$ cat src/rtl/trigseq_pkg.sv
package trigseq_pkg;
    parameter int SEQ_LEVELS = 12;
    parameter int SEQ_TERMS  = 4;
    localparam int LVL_W     = $clog2(SEQ_LEVELS);

    typedef logic [LVL_W-1:0]     lvl_t;
    typedef logic [SEQ_TERMS-1:0] term_t;

    typedef enum logic [1:0] {
        ST_NEVER  = 2'd0,
        ST_ALWAYS = 2'd1,
        ST_MATCH  = 2'd2,
        ST_MISS   = 2'd3
    } store_mode_e;

    // one program word per level, MSB first
    typedef struct packed {
        logic        halt;
        logic        trig;
        store_mode_e smode;
        term_t       smask;
        lvl_t        etgt;
        term_t       emask;
        term_t       amask;
    } level_cfg_t;

    localparam int   CFG_W    = $bits(level_cfg_t);
    localparam lvl_t LAST_LVL = lvl_t'(SEQ_LEVELS - 1);

    // per-sample decision produced by the evaluator
    typedef struct packed {
        logic adv;
        logic halt_adv;
        logic store;
        logic fire;
        lvl_t next;
    } step_t;

    function automatic logic any_hit(input term_t c, input term_t m);
        return |(c & m);
    endfunction

    function automatic lvl_t clamp_lvl(input lvl_t l);
        return (l > LAST_LVL) ? LAST_LVL : l;
    endfunction
endpackage

$ cat src/rtl/trigseq_prog.sv
module trigseq_prog
    import trigseq_pkg::*;
(
    input  logic             clk,
    input  logic             rst,
    input  logic             running_i,
    input  logic             cfg_we_i,
    input  lvl_t             cfg_waddr_i,
    input  logic [CFG_W-1:0] cfg_wdata_i,
    input  lvl_t             cfg_raddr_i,
    output logic [CFG_W-1:0] cfg_rdata_o,
    input  lvl_t             cur_lvl_i,
    output level_cfg_t       cur_cfg_o
);
    logic [SEQ_LEVELS-1:0][CFG_W-1:0] prog_q;

    always_ff @(posedge clk) begin
        if (rst) begin
            prog_q <= '0;
        end else if (cfg_we_i && !running_i) begin
            for (int i = 0; i < SEQ_LEVELS; i++) begin
                if (cfg_waddr_i == lvl_t'(i)) prog_q[i] <= cfg_wdata_i;
            end
        end
    end

    always_comb begin
        cfg_rdata_o = '0;
        for (int i = 0; i < SEQ_LEVELS; i++) begin
            if (cfg_raddr_i == lvl_t'(i)) cfg_rdata_o = prog_q[i];
        end
    end

    always_comb begin
        cur_cfg_o = '0;
        for (int i = 0; i < SEQ_LEVELS; i++) begin
            if (cur_lvl_i == lvl_t'(i)) cur_cfg_o = level_cfg_t'(prog_q[i]);
        end
    end

    // the program is frozen while a run is open
    p_locked_while_running_r11: assert property (@(posedge clk) disable iff (rst)
        (running_i && cfg_we_i) |=> $stable(prog_q));
endmodule

$ cat src/rtl/trigseq_eval.sv
module trigseq_eval
    import trigseq_pkg::*;
(
    input  level_cfg_t cfg_i,
    input  term_t      cond_i,
    input  lvl_t       cur_lvl_i,
    input  logic       trig_seen_i,
    output step_t      step_o
);
    logic adv, els, is_last, hit_store;

    always_comb begin
        is_last   = (cur_lvl_i == LAST_LVL);
        adv       = any_hit(cond_i, cfg_i.amask);
        els       = !is_last && any_hit(cond_i, cfg_i.emask);
        hit_store = any_hit(cond_i, cfg_i.smask);

        step_o          = '0;
        step_o.adv      = adv;
        step_o.halt_adv = adv && (cfg_i.halt || is_last);
        step_o.fire     = adv && cfg_i.trig && !trig_seen_i;

        unique case (cfg_i.smode)
            ST_NEVER:  step_o.store = 1'b0;
            ST_ALWAYS: step_o.store = 1'b1;
            ST_MATCH:  step_o.store = hit_store;
            ST_MISS:   step_o.store = !hit_store;
            default:   step_o.store = 1'b0;
        endcase

        if (adv) begin
            step_o.next = (cfg_i.halt || is_last) ? cur_lvl_i : lvl_t'(cur_lvl_i + 1'b1);
        end else if (els) begin
            step_o.next = clamp_lvl(cfg_i.etgt);
        end else begin
            step_o.next = cur_lvl_i;
        end
    end
endmodule

$ cat src/rtl/trigseq_core.sv
module trigseq_core
    import trigseq_pkg::*;
(
    input  logic  clk,
    input  logic  rst,
    input  logic  start_i,
    input  logic  sample_vld_i,
    input  step_t step_i,
    output lvl_t  lvl_o,
    output logic  running_o,
    output logic  trig_seen_o,
    output logic  store_o,
    output logic  trig_o
);
    lvl_t lvl_q;
    logic running_q, seen_q, store_q, trig_q;

    always_ff @(posedge clk) begin
        if (rst) begin
            lvl_q     <= '0;
            running_q <= 1'b0;
            seen_q    <= 1'b0;
            store_q   <= 1'b0;
            trig_q    <= 1'b0;
        end else if (start_i) begin
            lvl_q     <= '0;
            running_q <= 1'b1;
            seen_q    <= 1'b0;
            store_q   <= 1'b0;
            trig_q    <= 1'b0;
        end else if (running_q && sample_vld_i) begin
            lvl_q   <= step_i.next;
            store_q <= step_i.store;
            trig_q  <= step_i.fire;
            seen_q  <= seen_q | step_i.fire;
            if (step_i.halt_adv) running_q <= 1'b0;
        end else begin
            store_q <= 1'b0;
            trig_q  <= 1'b0;
        end
    end

    assign lvl_o       = lvl_q;
    assign running_o   = running_q;
    assign trig_seen_o = seen_q;
    assign store_o     = store_q;
    assign trig_o      = trig_q;

    // start opens a run at level 0 regardless of the sample
    p_start_level0_r2: assert property (@(posedge clk) disable iff (rst)
        start_i |=> (running_q && lvl_q == '0 && !store_q && !trig_q));

    // level never leaves the programmed range
    p_level_range_r3: assert property (@(posedge clk) disable iff (rst)
        lvl_q <= LAST_LVL);

    // an advance that does not stop the run steps exactly one level up
    p_advance_step_r5: assert property (@(posedge clk) disable iff (rst)
        (running_q && sample_vld_i && !start_i && step_i.adv && !step_i.halt_adv)
        |=> (lvl_q == lvl_t'($past(lvl_q) + 1'b1)));

    // a stopping advance closes the run and holds the level
    p_stop_run_r7: assert property (@(posedge clk) disable iff (rst)
        (running_q && sample_vld_i && !start_i && step_i.halt_adv)
        |=> (!running_q && $stable(lvl_q)));

    // a trigger pulse is never issued twice in one run
    p_trig_once_r9: assert property (@(posedge clk) disable iff (rst)
        trig_q |-> !$past(seen_q));

    // no sample, no change
    p_no_sample_r10: assert property (@(posedge clk) disable iff (rst)
        (!start_i && !(running_q && sample_vld_i))
        |=> ($stable(lvl_q) && !store_q && !trig_q));
endmodule

$ cat src/rtl/trigseq.sv
module trigseq
    import trigseq_pkg::*;
(
    input  logic                 clk,
    input  logic                 rst,
    input  logic                 start_i,
    input  logic                 sample_vld_i,
    input  logic [SEQ_TERMS-1:0] cond_i,
    input  logic                 cfg_we_i,
    input  logic [LVL_W-1:0]     cfg_waddr_i,
    input  logic [CFG_W-1:0]     cfg_wdata_i,
    input  logic [LVL_W-1:0]     cfg_raddr_i,
    output logic [CFG_W-1:0]     cfg_rdata_o,
    output logic                 store_en_o,
    output logic                 trig_o,
    output logic [LVL_W-1:0]     level_o,
    output logic                 running_o
);
    lvl_t       cur_lvl;
    level_cfg_t cur_cfg;
    step_t      step;
    logic       running, trig_seen;

    trigseq_prog u_prog (
        .clk         (clk),
        .rst         (rst),
        .running_i   (running),
        .cfg_we_i    (cfg_we_i),
        .cfg_waddr_i (cfg_waddr_i),
        .cfg_wdata_i (cfg_wdata_i),
        .cfg_raddr_i (cfg_raddr_i),
        .cfg_rdata_o (cfg_rdata_o),
        .cur_lvl_i   (cur_lvl),
        .cur_cfg_o   (cur_cfg)
    );

    trigseq_eval u_eval (
        .cfg_i       (cur_cfg),
        .cond_i      (cond_i),
        .cur_lvl_i   (cur_lvl),
        .trig_seen_i (trig_seen),
        .step_o      (step)
    );

    trigseq_core u_core (
        .clk          (clk),
        .rst          (rst),
        .start_i      (start_i),
        .sample_vld_i (sample_vld_i),
        .step_i       (step),
        .lvl_o        (cur_lvl),
        .running_o    (running),
        .trig_seen_o  (trig_seen),
        .store_o      (store_en_o),
        .trig_o       (trig_o)
    );

    assign level_o   = cur_lvl;
    assign running_o = running;
endmodule

$ cat config.mk
export PLATFORM = sky130hd
export DESIGN_NAME = trigseq
export DESIGN_NICKNAME = d
export VERILOG_FILES = /design/src/rtl/trigseq_pkg.sv /design/src/rtl/trigseq_prog.sv /design/src/rtl/trigseq_eval.sv /design/src/rtl/trigseq_core.sv /design/src/rtl/trigseq.sv
export SDC_FILE = /design/constraint.sdc
export NUM_CORES = 1
export LEC_CHECK = 0
export BUFFER_PORTS_ARGS = -buffer_cell sky130_fd_sc_hd__clkbuf_2
export CAP_MARGIN = 0
export CORE_MARGIN = 2
export CORE_UTILIZATION = 50
export CTS_CLUSTER_DIAMETER = 40
export DETAILED_ROUTE_END_ITERATION = 8
export PLACE_DENSITY_LB_ADDON = 0.2
export SYNTH_ARGS = -nofsm -noshare
export SYNTH_HDL_FRONTEND = slang
export SYNTH_HIERARCHICAL = 1
export SYNTH_SLANG_ARGS = --single-unit
$ cat constraint.sdc
create_clock -name clk -period 7.9 [get_ports clk]
set_input_delay 0 -clock clk [delete_from_list [all_inputs] [get_ports clk]]
set_output_delay 0 -clock clk [all_outputs]
set_load 0.02 [all_outputs]
==> results.py, run 1 <==
metrics = {
    "clocking": {
        "cts_buffer_depth": 3,
        "cts_tree": "built",
        "clkLatencyLatePin_ns": 0.55,
        "cts_buffers": 44,
        "clock_sinks": 248,
        "htree_levels": 2,
        "clk_pin_slew_ns": 0.06,
        "clock-root-buffer": "clkbuf_16",
        "post-cts-setup-buffer-count": 0,
    },
    "worst_setup_path": {
        "rr_startpoint": "u_core/lvl_o[1]",
        "arrival_ns": 4.42,
        "crit_type": "flip-flop to flip-flop",
        "start_kind": "flip-flop",
        "critPathLaunch": "u_core/lvl_o[1]",
        "required_ns": 8.36,
        "path_max_fanout": 58,
        "end_kind": "flip-flop",
    },
    "global_route": {
        "antenna_found_initial": 0,
        "grt_max_degree": 103,
        "grt_pass1_vias": 12780,
        "grt_util_all_layers_pct": 35.2,
        "grt_pass1_wl_mm": 78.9,
        "gr-total-overflow": 0,
    },
    "timing": {
        "relSlewSlack_pct": 4.65,
        "rsz0062_at_grt": "false",
        "finalHoldViolCount": 0,
        "finClkSkew_ns": 0.0174,
        "drv_slew": 0,
        "max_freq_ghz": 0.253,
        "setup_viol": 0,
        "fin_crit_sh_pct": 50.0,
        "setup_tns_ns": 0,
        "period_minus_slack_ns": 3.95,
        "tightestPinTransition_ns": 1.43,
    },
    "synth": {
        "synth_warnings": 6,
        "syn_inst": 1807,
        "netlist_area_um2": 14000,
        "avgSynthCellArea_um2": 7.76,
        "syn_nets": 1845,
    },
    "die": {
        "io_pins": 64,
        "start_util_pct": 50.6,
        "die_w_um": 171,
        "core_um2": 27700,
        "die_height_um": 171,
        "rows": 61,
        "dieArea_um2": 29400,
    },
    "finish": {
        "layout-drive-gt1-share_pct": 14.3,
        "diodes": 0,
        "nFillCells": 2573,
        "final_cell_area_um2": 15900,
        "nNetsFinal": 1824,
        "area_delta_synth_final_pct": 13.3,
    },
    "pwr": {
        "p_total_mw": 3.41,
        "leakagePower_nw": 5.36,
        "powerDensity_nw_per_um2": 214,
        "irDropWorstVdd_v": 0.000149,
    },
    "route": {
        "wl_per_cell_um": 23.9,
        "drtIter0Drc": 1938,
        "ant_nets": 0,
        "dr.pass1.iters": 7,
        "num_vias": 14060,
        "drc_errors": 0,
        "finalWirelength_mm": 52.6,
        "routed_via_density": 6.39,
    },
    "min_path": {
        "min_path_type": "input port to flip-flop",
        "hp-start": "cfg_waddr_i[1]",
    },
    "outcome": {
        "status": "completed",
    },
    "run": {
        "max_cap_violations": 0,
    },
    "placed_design": {
        "dpl-instance-area_um2": 14200,
        "gp_congestion": 0.946,
        "portBuffers": 63,
        "dpl.hpwl_mm": 34.4,
    },
}
[registers in the layout, indices dropped and copies added, names as in the netlist]
| name | cells |
|---|---|
| u_prog/prog_q | 240 |
| u_core/lvl_o | 4 |
| u_core/running_o | 1 |
| u_core/store_o | 1 |
| u_core/trig_o | 1 |
| u_core/trig_seen_o | 1 |
[worst max-delay path, stage by stage (launching register included)]
cell and delay [ns]:
dfxtp_4 0.90, and3b_1 0.70, nand2_1 0.50, o21ai_0 0.36, o32ai_1 0.15, a22oi_4 0.26, o211a_1 0.27, o22ai_1 0.11
o32ai_2 0.27, nand3_1 0.10, a21oi_1 0.16
[area by class of cell]
cell class	count	area [µm²]	share of cell area, %
multi-input cells	1370	8180	51.5
repair buffers	106	707	4.45
flip-flops and latches	248	4970	31.3
well taps	378	473	2.98
clock inverters	34	368	2.32
inverters	16	60.1	0.378
clock buffers	48	1130	7.09
[cells in the final DEF (no fill, tap or decap), types with 26 or more instances in the layout]
cell / n
mux4_2: 26
nand2_1: 506
o21ai_0: 68
mux2i_1: 69
a21oi_1: 286
clkbuf_16: 44
nor2_1: 46
clkbuf_2: 61
mux2_2: 29
dfxtp_1: 245
[through the flow]
step	util [%]	setup WS, ns	std cells	hold slack [ns]
2_1_floorplan	-	5.06	1807	0.136
3_3_place_gp	51.1	4.05	2094	0.312
3_5_place_dp	51.1	4.10	2094	0.303
4_1_cts	57.3	4.06	2200	0.206
5_1_grt	57.3	3.74	2200	0.261
6_report	57.3	3.95	2200	0.246
[power by group]
part | internal (mW) | total, mW | switching [mW]
sequential | 1.26 | 1.28 | 0.0149
combinational | 0.0650 | 0.218 | 0.153
clock | 1.17 | 1.91 | 0.744
total | 2.49 | 3.41 | 0.911
[repair_timing]
| item | CTS | global route |
|---|---|---|
| hold buffers | 24 | 0 |
| hold endpoints to repair | 248 | 0 |
| resized for setup | 0 | 0 |
[worst paths after layout]
path                         to  depth (start not counted)  slack, ns
max             u_core/lvl_o[2]                         10       3.95
min          u_prog/prog_q[231]                          5       0.25
max reg2reg     u_core/lvl_o[2]                         10       3.95
min reg2reg   u_prog/prog_q[33]                          2       0.47
[metal layers]
metal | track usage, % | vias to the layer above | wire length [µm] | part of all wire [%]
li1 | - | 6362 | - | -
met1 | 50.0 | 6799 | 22600 | 43
met2 | 51.7 | 782 | 22500 | 43
met3 | 8.26 | 117 | 5660 | 11
met4 | 13.4 | 0 | 1850 | 3.5
met5 | 0 | - | 0 | 0
Note: power is estimated with default switching activity, not from simulation.
==> run 2: changes to the inputs <==
clock period = 3.8 ns   (was 7.9 ns; I/O delays follow)
==> run 2 against run 1 <==
Final cell count rose by 0.41%; clock power rose by 110%; worst hold slack got worse by 0.15 ns; sequential share of layout area fell by 0.31 points; first-iteration DRC count rose by 1.5%; die area did not move; largest cell class unchanged.
==> results.py, run 2 (synthesized netlist as in run 1, its figures left out) <==
metrics = {
    "global_route": {
        "grt_pass1_vias": 12905,
        "antenna_found_initial": 0,
        "gr-total-overflow": 0,
        "grt_pass1_wl_mm": 80.9,
        "grt_util_all_layers_pct": 36.4,
        "grt_max_degree": 135,
    },
    "clocking": {
        "cts_hold_buf": 22,
        "clock_sinks": 248,
        "cts_tree": "built",
        "cts_buffers": 39,
        "clkLatencyLatePin_ns": 0.53,
        "post-cts-setup-buffer-count": 0,
        "cts_buffer_depth": 3,
        "ctsResizeCount": 0,
        "clock-root-buffer": "clkbuf_16",
        "htree_levels": 2,
        "clk_pin_slew_ns": 0.06,
    },
    "outcome": {
        "status": "completed",
    },
    "timing": {
        "fin_crit_sh_pct": 88.1,
        "period_minus_slack_ns": 3.35,
        "rsz0062_at_grt": "false",
        "drv_slew": 0,
        "relSlewSlack_pct": 22.8,
        "setup_viol": 0,
        "tightestPinTransition_ns": 1.16,
        "setup_tns_ns": 0,
        "max_freq_ghz": 0.299,
        "finalHoldViolCount": 0,
        "finClkSkew_ns": 0.0148,
    },
    "die": {
        "rows": 61,
        "core_um2": 27700,
        "start_util_pct": 50.6,
        "die_height_um": 171,
        "io_pins": 64,
        "die_w_um": 171,
        "dieArea_um2": 29400,
    },
    "pwr": {
        "p_seq_share_pct": 37.4,
        "combPwrFrac_pct": 6.5,
        "p_switching_mw": 1.71,
        "p_total_mw": 7.09,
        "powerDensity_nw_per_um2": 442,
        "clkPwrFrac_pct": 56.0,
        "leakagePower_nw": 5.46,
        "sw_frac_of_total_pct": 24.0,
        "cellInternalPower_mw": 5.39,
        "irDropWorstVdd_v": 0.000319,
    },
    "placed_design": {
        "portBuffers": 63,
        "dpl-instance-area_um2": 14400,
        "dpl.hpwl_mm": 36.5,
        "gp_congestion": 1.04,
        "dp.cells": 2116,
    },
    "route": {
        "num_vias": 14101,
        "wl_per_cell_um": 24.4,
        "drtIter0Drc": 1968,
        "dr.pass1.iters": 7,
        "routed_via_density": 6.38,
        "ant_nets": 0,
        "finalWirelength_mm": 53.8,
        "drc_errors": 0,
    },
    "worst_setup_path": {
        "crit_type": "flip-flop to flip-flop",
        "cp_top_family": "compound AO/OA/AOI/OAI gates",
        "path_max_fanout": 27,
        "crit_path_cell_trace": "buf_4, mux4_2, o211ai_1, o211ai_1, a22oi_4, o211a_1, o22ai_1, o32ai_2, nand3_1, a21oi_1",
        "required_ns": 4.23,
        "crit_top_cell": "o211ai_1",
        "start_kind": "flip-flop",
        "critical_path_buf_inv_count": 1,
        "slowest_delay_ns": 0.61,
        "arrival_ns": 3.78,
        "crit_path_top_delay_cell": "dfxtp_4",
        "end_kind": "flip-flop",
    },
    "finish": {
        "regMostFlops": "u_prog/prog_q",
        "area_delta_synth_final_pct": 14.4,
        "final_cell_area_um2": 16000,
        "diodes": 0,
        "final_util_pct": 57.9,
        "nNetsFinal": 1839,
        "largest_reg_flops": 240,
        "final_common_cell": "nand2_1",
        "final_cell_mix": "nand2_1, a21oi_1, dfxtp_1, mux2i_1, o21ai_0",
        "instances_no_fill": 2209,
        "layout-drive-gt1-share_pct": 14.9,
    },
    "run": {
        "max_cap_violations": 0,
    },
    "min_path": {
        "min_path_type": "input port to flip-flop",
    },
}
[run 2: cell count changes in the layout (fill, tap and decap cells not counted), moves of 2 or more]
cell / previous run / this run
buf_12: 0 / 4
dlygate4sd3_1: 24 / 22
bufinv_16: 3 / 8
buf_4: 20 / 38
clkinv_4: 9 / 2
clkbuf_16: 44 / 41
clkbuf_8: 1 / 5
inv_6: 9 / 2
[run 2: through the flow]
stage / hold WS [ns] / setup WS [ns]
CTS: 0.108 / 0.536
finish: 0.0921 / 0.451
global placement: 0.289 / 0.592
floorplan: 0.136 / 0.961
global route: 0.136 / 0.206
detailed placement: 0.294 / 0.566
[run 2: path summary, 6_finish.rpt]
kind / cells past startpoint / slack, ns / start / endpoint
max: 10 / 0.45 / u_core/lvl_o[0] / u_core/lvl_o[2]
min: 2 / 0.09 / rst / u_prog/prog_q[113]
max reg2reg: 10 / 0.45 / u_core/lvl_o[0] / u_core/lvl_o[2]
min reg2reg: 2 / 0.46 / u_prog/prog_q[104] / u_prog/prog_q[104]
[run 2: area by class of cell]
| class | instances | area, µm² |
|---|---|---|
| tap | 378 | 473 |
| inverter | 16 | 60.1 |
| clock buffer | 48 | 1100 |
| timing repair buffer | 126 | 902 |
| multi-input combinational | 1370 | 8180 |
| clock inverter | 23 | 353 |
| sequential | 248 | 4970 |
| fill | 2550 | 11700 |
[run 2: layer usage]
layer,up-vias,track usage [%],share of wire (%)
li1,6397,-,-
met1,6715,52.1,43
met2,860,52.6,42
met3,129,8.56,11
met4,0,14.6,4.0
met5,-,0,0
[run 2: power groups by stage]
stage / clock, mW / combinational [mW] / sequential [mW]
2_1_floorplan: 0 / 0.280 / 2.70
3_3_place_gp: 0 / 0.427 / 2.71
3_5_place_dp: 0 / 0.430 / 2.71
4_1_cts: 3.99 / 0.450 / 2.65
5_1_grt: 4.10 / 0.487 / 2.66
6_report: 3.97 / 0.463 / 2.66
==> run 3: changes to the inputs <==
CORE_UTILIZATION = 35   (was 50)
==> run 3 against run 2 <==
Clock power up 3%; non-clock buffer count grew 4; final cell count is 7.4% higher; wire length up 6.2%; cell area grew 1.7%; clock skew shrank 0.0042 ns; fmax shrank 2.8%; global-route usage is 9.2 points lower; die area up 42%; count of clock-buffer cells in the layout is 8 higher; critical path type unchanged.
==> results.py, run 3 (synthesized netlist as in run 1, its figures left out) <==
metrics = {
    "outcome": {
        "status": "completed",
    },
    "pwr": {
        "powerDensity_nw_per_um2": 443,
        "clkPwrFrac_pct": 56.7,
        "p_switching_mw": 1.85,
        "cellInternalPower_mw": 5.37,
        "p_seq_share_pct": 36.8,
        "combPwrFrac_pct": 6.5,
        "irDropWorstVdd_v": 0.000315,
        "leakagePower_nw": 5.50,
        "sw_frac_of_total_pct": 25.6,
        "p_total_mw": 7.23,
    },
    "timing": {
        "drv_slew": 0,
        "setup_ws_ns": 0.354,
        "finalHoldViolCount": 0,
        "max_freq_ghz": 0.290,
        "fin_crit_sh_pct": 90.7,
        "finClkSkew_ns": 0.0106,
        "rsz0062_at_grt": "false",
        "relSlewSlack_pct": 28.1,
        "setup_tns_ns": 0,
        "setup_viol": 0,
        "tightestPinTransition_ns": 1.08,
        "period_minus_slack_ns": 3.45,
    },
    "min_path": {
        "hold_path_depth": 4,
        "min_path_type": "input port to flip-flop",
    },
    "finish": {
        "area_delta_synth_final_pct": 16.4,
        "instances_no_fill": 2373,
        "regMostFlops": "u_prog/prog_q",
        "final_common_cell": "nand2_1",
        "largest_reg_flops": 240,
        "nNetsFinal": 1849,
        "nFillCells": 4093,
        "final_cell_mix": "nand2_1, a21oi_1, dfxtp_1, mux2i_1, o21ai_0",
        "layout-drive-gt1-share_pct": 15.5,
        "final_cell_area_um2": 16300,
    },
    "route": {
        "drtIter0Drc": 1558,
        "routed_via_density": 5.88,
        "num_vias": 13951,
        "drc_errors": 0,
        "ant_nets": 0,
        "dr.pass1.iters": 7,
        "finalWirelength_mm": 57.2,
        "wl_per_cell_um": 24.1,
    },
    "global_route": {
        "grt_pass1_vias": 12838,
        "antenna_found_initial": 2,
        "grt_util_all_layers_pct": 27.2,
        "grt_max_degree": 108,
        "gr-total-overflow": 0,
        "grt_pass1_wl_mm": 85.3,
    },
    "worst_setup_path": {
        "path_max_fanout": 21,
        "critPathLaunch": "u_core/lvl_o[2]",
        "end_kind": "flip-flop",
        "endpoint": "u_core/lvl_o[2]",
        "rr_endpoint": "u_core/lvl_o[2]",
        "rr_startpoint": "u_core/lvl_o[2]",
        "arrival_ns": 3.95,
        "crit_type": "flip-flop to flip-flop",
        "reg2reg_depth": 11,
        "required_ns": 4.30,
        "start_kind": "flip-flop",
        "rrSetupSlack_ns": 0.35,
    },
    "die": {
        "io_pins": 64,
        "core_um2": 39600,
        "start_util_pct": 35.4,
        "die_w_um": 204,
        "dieArea_um2": 41700,
        "rows": 73,
        "die_height_um": 204,
    },
    "clocking": {
        "clkLatencyLatePin_ns": 0.58,
        "post-cts-setup-buffer-count": 0,
        "clk_pin_slew_ns": 0.05,
        "cts_buffers": 45,
        "cts_tree": "built",
        "cts_buffer_depth": 3,
        "clock-root-buffer": "clkbuf_16",
        "htree_levels": 2,
        "clock_sinks": 248,
    },
    "placed_design": {
        "place_ws_ns": 0.545,
        "portBuffers": 63,
        "dp.cells": 2266,
        "dpl-instance-area_um2": 14500,
        "gp_congestion": 0.959,
        "dpl.hpwl_mm": 39.7,
    },
    "run": {
        "max_cap_violations": 0,
    },
}
-- run 3: changes by cell type in the layout (fill, tap and decap cells not counted), moves of 3 or more --
| cell | delta |
|---|---|
| buf_12 | -3 |
| buf_4 | +6 |
| bufinv_16 | -4 |
| clkbuf_16 | +4 |
| clkinvlp_4 | +4 |
| inv_6 | +3 |
-- run 3: how the worst min path moves through the flow --
stage                               from            endpoint  slack, ns
after floorplan           cfg_wdata_i[1]   u_prog/prog_q[21]       0.14
after detailed placement         start_i    u_core/running_o       0.32
after global placement           start_i    u_core/running_o       0.32
final                     cfg_waddr_i[0]  u_prog/prog_q[229]       0.18
after global routing      cfg_waddr_i[0]  u_prog/prog_q[229]       0.21
after CTS                 cfg_waddr_i[0]  u_prog/prog_q[227]       0.15
-- run 3: timing repair --
| action | 4_1_cts | 5_1_grt |
|---|---|---|
| endpoints found under the setup margin | 0 | 0 |
| hold buffers | 23 | 0 |
| hold endpoints to repair | 248 | 0 |
| resized for setup | 0 | 0 |
-- run 3: worst max-delay path, stage by stage, from the launching register on --
cell and delay (ns):
dfxtp_2 0.58, buf_4 0.27, and3b_1 0.25, a22o_1 0.20, a2111oi_1 0.65, o32ai_1 0.26, a22oi_4 0.26, o211a_1 0.28
o22ai_1 0.12, o32ai_2 0.26, nand3_1 0.10, a21oi_1 0.13
-- run 3: per-stage QoR --
stage	util, %	hold WS [ns]
floorplan	-	0.136
global placement	36.7	0.323
detailed placement	36.7	0.319
CTS	41.2	0.151
global route	41.2	0.213
finish	41.2	0.185
-- run 3: final cells by class --
class | count | area (µm²) | area share (%)
Antenna cell | 1 | 2.50 | 0.0153
Clock inverter | 27 | 308 | 1.89
Tap cell | 525 | 657 | 4.03
Inverter | 16 | 60.1 | 0.368
Timing Repair Buffer | 130 | 897 | 5.50
Clock buffer | 56 | 1240 | 7.58
Multi-Input combinational cell | 1370 | 8180 | 50.1
Sequential cell | 248 | 4970 | 30.5
-- run 3: power by group through the flow --
| stage | registers [mW] | logic [mW] | clock network (mW) |
|---|---|---|---|
| floorplan | 2.70 | 0.280 | 0 |
| global placement | 2.71 | 0.442 | 0 |
| detailed placement | 2.71 | 0.445 | 0 |
| CTS | 2.66 | 0.464 | 4.14 |
| global route | 2.66 | 0.501 | 4.27 |
| finish | 2.66 | 0.468 | 4.10 |
-- run 3: metal layers --
layer | share of wire, % | track usage (%)
met5 | 0.023 | 0
met4 | 2.6 | 7.71
met3 | 8.6 | 6.49
met2 | 43 | 39.5
met1 | 46 | 39.7
